### src/rtl/xthd_pkg.sv
package xthd_pkg;
  // status bit positions
  localparam int ST_REQ = 0;
  localparam int ST_IN  = 1;
  localparam int ST_CMD = 2;
  localparam int ST_SEL = 3;
  localparam int ST_INT = 4;
  localparam int ST_W   = 5;

  // control bit positions
  localparam int CT_DMA = 0;
  localparam int CT_IEN = 1;

  typedef enum logic [1:0] {
    SLOT_DATA = 2'd0,
    SLOT_STAT = 2'd1,
    SLOT_JMP  = 2'd2,
    SLOT_CTRL = 2'd3
  } slot_e;

  // true when the byte at position pos is the final one of len bytes
  function automatic logic beat_is_last(input logic [31:0] pos, input logic [31:0] len);
    return (pos + 32'd1) >= len;
  endfunction

  // size class code reported in the jumper slot
  function automatic logic [7:0] size_code(input logic [31:0] bytes, input logic [31:0] big);
    return (bytes >= big) ? 8'd0 : 8'd2;
  endfunction
endpackage

### src/rtl/xthd_cmd_store.sv
module xthd_cmd_store #(
  parameter int CMD_LEN = 6,
  localparam int IDX_W = $clog2(CMD_LEN)
) (
  input  logic                   clk,
  input  logic                   rst_n,
  input  logic                   we,
  input  logic [IDX_W-1:0]       idx,
  input  logic [7:0]             wdata,
  output logic [8*CMD_LEN-1:0]   blk
);
  for (genvar g = 0; g < CMD_LEN; g++) begin : g_byte
    always_ff @(posedge clk) begin
      if (!rst_n)
        blk[8*g +: 8] <= '0;
      else if (we && idx == IDX_W'(g))
        blk[8*g +: 8] <= wdata;
    end
  end
endmodule

### src/rtl/xthd_cfg.sv
module xthd_cfg #(
  parameter logic [31:0] BIG_BYTES = 32'd42613760
) (
  input  logic        clk,
  input  logic        rst_n,
  input  logic        wr_ctl,
  input  logic [7:0]  wdata,
  input  logic [31:0] drive_size,
  output logic [7:0]  ctrl,
  output logic [7:0]  jumper
);
  import xthd_pkg::*;

  always_ff @(posedge clk) begin
    if (!rst_n)      ctrl <= '0;
    else if (wr_ctl) ctrl <= wdata;
  end

  assign jumper = size_code(drive_size, BIG_BYTES);
endmodule

### src/rtl/xthd_seq.sv
module xthd_seq #(
  parameter int LEN_W   = 16,
  parameter int CMD_LEN = 6,
  localparam int IDX_W  = $clog2(CMD_LEN)
) (
  input  logic                 clk,
  input  logic                 rst_n,
  input  logic                 wr_data,
  input  logic                 rd_data,
  input  logic                 wr_rst,
  input  logic                 wr_ctl,
  input  logic                 be_ack,
  input  logic [1:0]           be_dir,
  input  logic [LEN_W-1:0]     be_len,
  output logic [4:0]           status,
  output logic [LEN_W-1:0]     offset,
  output logic                 waiting,
  output logic [IDX_W-1:0]     cmd_idx,
  output logic                 ev_cmd_byte,
  output logic                 ev_buf_wr,
  output logic                 ev_done
);
  import xthd_pkg::*;

  logic [LEN_W-1:0] xfer_len;
  logic ev_in_rd, ev_dispatch, ack_seen, ack_nodata, last_beat;

  assign ev_cmd_byte = wr_data && !waiting && (!status[ST_REQ] || status[ST_CMD]);
  assign ev_buf_wr   = wr_data && !waiting && status[ST_REQ] && !status[ST_CMD];
  assign ev_in_rd    = rd_data && status[ST_IN];
  assign cmd_idx     = status[ST_REQ] ? offset[IDX_W-1:0] : '0;
  assign ev_dispatch = ev_cmd_byte && status[ST_REQ] && status[ST_CMD] &&
                       (offset == LEN_W'(CMD_LEN - 1));
  assign ack_seen    = be_ack && waiting;
  assign ack_nodata  = (be_dir == 2'b00) || (be_dir == 2'b11) || (be_len == '0);
  assign last_beat   = beat_is_last(32'(offset), 32'(xfer_len));
  assign ev_done     = ((ev_buf_wr || ev_in_rd) && last_beat) || (ack_seen && ack_nodata);

  always_ff @(posedge clk) begin
    if (!rst_n) begin
      status   <= '0;
      offset   <= '0;
      xfer_len <= '0;
      waiting  <= 1'b0;
    end else if (wr_rst) begin
      status   <= 5'(1 << ST_SEL);
      offset   <= '0;
      xfer_len <= '0;
      waiting  <= 1'b0;
    end else begin
      if (wr_ctl) status[ST_INT] <= 1'b0;
      if (ev_done) begin
        status   <= 5'(1 << ST_INT);
        offset   <= '0;
        xfer_len <= '0;
        waiting  <= 1'b0;
      end else if (ev_dispatch) begin
        status  <= '0;
        offset  <= '0;
        waiting <= 1'b1;
      end else if (ev_cmd_byte) begin
        status <= 5'((1 << ST_CMD) | (1 << ST_REQ));
        offset <= status[ST_REQ] ? offset + 1'b1 : LEN_W'(1);
      end else if (ev_buf_wr || ev_in_rd) begin
        offset <= offset + 1'b1;
      end else if (ack_seen) begin
        waiting  <= 1'b0;
        xfer_len <= be_len;
        status   <= (be_dir == 2'b01) ? 5'(1 << ST_REQ) : 5'(1 << ST_IN);
      end
    end
  end
endmodule

### src/rtl/xthd_host_if.sv
module xthd_host_if #(
  parameter int          LEN_W     = 16,
  parameter int          CMD_LEN   = 6,
  parameter logic [31:0] BIG_BYTES = 32'd42613760,
  localparam int         IDX_W     = $clog2(CMD_LEN)
) (
  input  logic                 clk,
  input  logic                 rst_n,
  input  logic                 host_sel,
  input  logic                 host_we,
  input  logic [1:0]           host_addr,
  input  logic [7:0]           host_wdata,
  output logic [7:0]           host_rdata,
  input  logic [31:0]          drive_size,
  output logic                 irq,
  output logic                 dma_ok,
  output logic                 cmd_valid,
  output logic [8*CMD_LEN-1:0] cmd_blk,
  input  logic                 cmd_ack,
  input  logic [1:0]           cmd_dir,
  input  logic [LEN_W-1:0]     cmd_len,
  output logic [LEN_W-1:0]     buf_addr,
  input  logic [7:0]           buf_rdata,
  output logic                 buf_we,
  output logic [7:0]           buf_wdata
);
  import xthd_pkg::*;

  logic wr_data, rd_data, wr_rst, wr_ctl;
  logic [4:0] status;
  logic [LEN_W-1:0] offset;
  logic waiting, ev_cmd_byte, ev_buf_wr, ev_done;
  logic [IDX_W-1:0] cmd_idx;
  logic [7:0] ctrl, jumper;

  assign wr_data = host_sel &&  host_we && host_addr == SLOT_DATA;
  assign rd_data = host_sel && !host_we && host_addr == SLOT_DATA;
  assign wr_rst  = host_sel &&  host_we && host_addr == SLOT_STAT;
  assign wr_ctl  = host_sel &&  host_we && host_addr == SLOT_CTRL;

  xthd_seq #(.LEN_W(LEN_W), .CMD_LEN(CMD_LEN)) seq_i (
    .clk, .rst_n, .wr_data, .rd_data, .wr_rst, .wr_ctl,
    .be_ack(cmd_ack), .be_dir(cmd_dir), .be_len(cmd_len),
    .status, .offset, .waiting, .cmd_idx,
    .ev_cmd_byte, .ev_buf_wr, .ev_done
  );

  xthd_cmd_store #(.CMD_LEN(CMD_LEN)) store_i (
    .clk, .rst_n, .we(ev_cmd_byte), .idx(cmd_idx), .wdata(host_wdata), .blk(cmd_blk)
  );

  xthd_cfg #(.BIG_BYTES(BIG_BYTES)) cfg_i (
    .clk, .rst_n, .wr_ctl, .wdata(host_wdata), .drive_size, .ctrl, .jumper
  );

  assign cmd_valid = waiting;
  assign buf_addr  = offset;
  assign buf_we    = ev_buf_wr;
  assign buf_wdata = host_wdata;
  assign irq       = status[ST_INT] && ctrl[CT_IEN];
  assign dma_ok    = ctrl[CT_DMA] && (status[ST_IN] || status[ST_REQ]) && !status[ST_CMD];

  always_comb begin
    unique case (slot_e'(host_addr))
      SLOT_DATA: host_rdata = status[ST_IN] ? buf_rdata : 8'h00;
      SLOT_STAT: host_rdata = {3'b000, status};
      SLOT_JMP:  host_rdata = jumper;
      SLOT_CTRL: host_rdata = ctrl;
      default:   host_rdata = 8'h00;
    endcase
  end
endmodule

### config.mk
export PLATFORM = sky130hd
export DESIGN_NAME = xthd_host_if
export DESIGN_NICKNAME = d
export VERILOG_FILES = /design/src/rtl/xthd_pkg.sv /design/src/rtl/xthd_cmd_store.sv /design/src/rtl/xthd_cfg.sv /design/src/rtl/xthd_seq.sv /design/src/rtl/xthd_host_if.sv
export SDC_FILE = /design/constraint.sdc
export NUM_CORES = 1
export LEC_CHECK = 0
export CAP_MARGIN = 20
export CORE_MARGIN = 2
export CORE_UTILIZATION = 50
export CTS_CLUSTER_DIAMETER = 50
export CTS_CLUSTER_SIZE = 14
export DETAILED_ROUTE_END_ITERATION = 12
export GPL_TIMING_DRIVEN = 0
export PLACE_DENSITY = 0.86
export SYNTH_ARGS = -nofsm -noshare
export SYNTH_HDL_FRONTEND = slang
export SYNTH_SLANG_ARGS = --single-unit
### constraint.sdc
create_clock -name clk -period 6.97 [get_ports clk]
set_input_delay 1.394 -clock clk [delete_from_list [all_inputs] [get_ports clk]]
set_output_delay 1.394 -clock clk [all_outputs]
set_load 0.01 [all_outputs]
==> results.toml <==
[timing]
slew_headroom_pct = 58.3
max_freq_mhz = 208
setup_viol = 0
finalCritPeriodShare_pct = 68.8
fin_hold_ws_ps = 466
tns_ps = 0
min_period_ps = 4800
rsz0062_at_grt = "false"
worstMarginPinSlew_ps = 626
final-hold-violation-count = 0
finClkSkew_ps = 13.6
slew_viol_final = 0

[power]
power_w = 0.00104
power_density_nw_per_um2 = 155
irDropWorstVdd_mv = 0.161
leakage_nw = 2.58

[clock_network]
ctsRootBufferMaster = "clkbuf_8"
ctsHoldBuffers = 0
cts_tree = "built"
path_clk_slew_ps = 100
htree_levels = 3
clk_latency_ps = 370
cts_resized = 0
cts.sinks = 94
postCtsSetupRepairBufs = 0
clockBufferDepth = 2
cts_made_buffers = 9

[global_route]
groute.usage.overall_pct = 27.5
grt_first_pass_wirelength_mm = 22.8
grt_max_degree = 20
grt_pass1_vias = 4694
grt-ovfl-total = 0
antenna_found_initial = 0

[die]
core-area_um2 = 9330
die_h_um = 103
die_w_um = 103
dieArea_um2 = 10500
initial_core_util_pct = 52.0
io_pins = 157
num_rows = 35

[worst_setup_path]
rrSetupSlack_ps = 3150
r2r_end = "seq_i.xfer_len[6]"
required_ps = 5580
r2r_cells = 11
path_class = "input port to output pin"
critPathMaxFanout = 10
critPathArrivalTime_ps = 3400
rr_startpoint = "seq_i.offset[0]"
startpoint_type = "input port"
end_kind = "output pin"

[cells_and_area]
fin_cells = 864
layout-drive-gt1-share_pct = 7.76
syn_to_final_growth_pct = 37.9
finalInstanceArea_um2 = 6690
nFillCells = 713
fin_nets = 822
n_antenna_cell = 0

[route]
viasPerCell = 5.69
firstDrtPassIters = 5
met1_length_mm = 5.90
drc = 0
wl_met2_mm = 7.29
drt_iter0_markers = 405
num_vias = 4912
wl_met3_mm = 1.20
antenna_left = 0
top_layer = "met4"
wl_per_cell_um = 16.9
totalWireLength_mm = 14.6

[synthesis]
syn_inst = 574
synthArstFlopShare_pct = 0
syn_area_um2 = 4850
syn_nets = 666
yosys_register_bits = 94
ys_seq_area_share_pct = 38.8
ys.flop_type = "dfxtp_1"
avgSynthCellArea_um2 = 8.46
synth-edff-count = 0
yosysWarnings = 0
synth.distinct_cells = 59

[placement]
gp_congestion = 0.899
io_buffers = 145
place_area_um2 = 6470
dpl.cell_count = 848
dp_hpwl_mm = 11.0

[status]
run_status = "finished, final reports clean"

[min_path]
hp-class = "register to register"
hp-start = "store_i.blk[30]"
hold_depth = 2
min_to = "store_i.blk[30]"

[run]
maxCapViolCount = 0
power by group:
| part | switching (W) | internal, W |
|---|---|---|
| sequential | 0.00000224 | 0.000540 |
| clock | 0.000219 | 0.000179 |
| combinational | 0.0000470 | 0.0000519 |
how the worst max path moves through the flow:
| stage | startpoint | end | slack [ps] | depth (start not counted) |
|---|---|---|---|---|
| after detailed placement | host_addr[0] | host_rdata[1] | 2170 | 9 |
| final | host_addr[0] | host_rdata[1] | 2170 | 9 |
| after CTS | host_addr[0] | host_rdata[1] | 2170 | 9 |
| after global routing | host_addr[0] | host_rdata[1] | 1970 | 9 |
| after floorplan | host_addr[0] | host_rdata[1] | 3360 | 7 |
| after global placement | host_addr[0] | host_rdata[1] | 2210 | 9 |
final cells by class:
class                   instances  area [µm²]  area share (%)
clock buffers                   9         124            1.85
repair buffers                145        1450            21.7
flip-flops and latches         94        1880            28.1
inverters                      23        86.3            1.29
multi-input cells             414        2660            39.7
clock inverters                 7         103            1.53
plain buffers                  43         230            3.44
well taps                     129         161            2.41
synthesized netlist by cell type, types with 6 or more instances:
cell,number,area share [%]
o21ai_1,6,0.62
xor2_1,9,1.6
a22oi_1,11,1.7
nor3_1,27,2.8
nor4_1,30,3.9
nand2_1,56,4.3
a21oi_1,43,4.4
nor2_1,71,5.5
dfxtp_1,94,39
ha_1,19,4.9
buf_4,11,1.7
nand4_1,9,1.2
inv_1,23,1.8
buf_2,15,1.5
o21ai_0,9,0.93
clkbuf_1,15,1.2
nand3_1,13,1.3
mux2i_1,41,8.5
worst max-delay path, cell delays in order:
cell	delay [ps]
clkdlybuf4s50_1	560
buf_2	240
and2_1	140
buf_2	190
nand2_1	70
nand2_1	90
a211oi_1	60
nor2_1	100
clkdlybuf4s50_1	550
kinds of logic after synthesis:
group,synth area share [%]
buffers and inverters,6.52
DFF,38.8
adders and majority gates,4.90
AOI/OAI and AO/OA,12.8
muxes,8.45
and+or+nand+nor,26.1
xor gates and xnor gates,2.53
metrics by stage:
step           utilization, %  setup WS, ps
5_1_grt                  71.8          1970
4_1_cts                  71.8          2170
2_1_floorplan               -          3360
3_3_place_gp             69.3          2210
6_report                 71.8          2170
3_5_place_dp             69.3          2170
registers in the layout, indices dropped and copies added (netlist names):
name            flops
store_i.blk        48
seq_i.offset       16
seq_i.xfer_len     16
cfg_i.ctrl          8
seq_i.status        5
seq_i.waiting       1
metal layers:
layer | track usage (%) | vias up
met1 | 33.9 | 2303
met4 | 5.74 | 0
met3 | 7.80 | 25
li1 | - | 2358
met5 | 0 | -
met2 | 48.3 | 226
placed cells by master, fill, tap and decap left out, drive strengths merged, types with 11 or more instances in the layout:
cell,instances
clkdlybuf4s50,145
dfxtp,94
nor2,72
nand2,56
a21oi,43
mux2i,41
nor4,30
nor3,30
buf,27
inv,26
clkbuf,25
ha,19
o21ai,16
nand3,14
a22oi,11
Note: power is estimated with default switching activity, not from simulation.
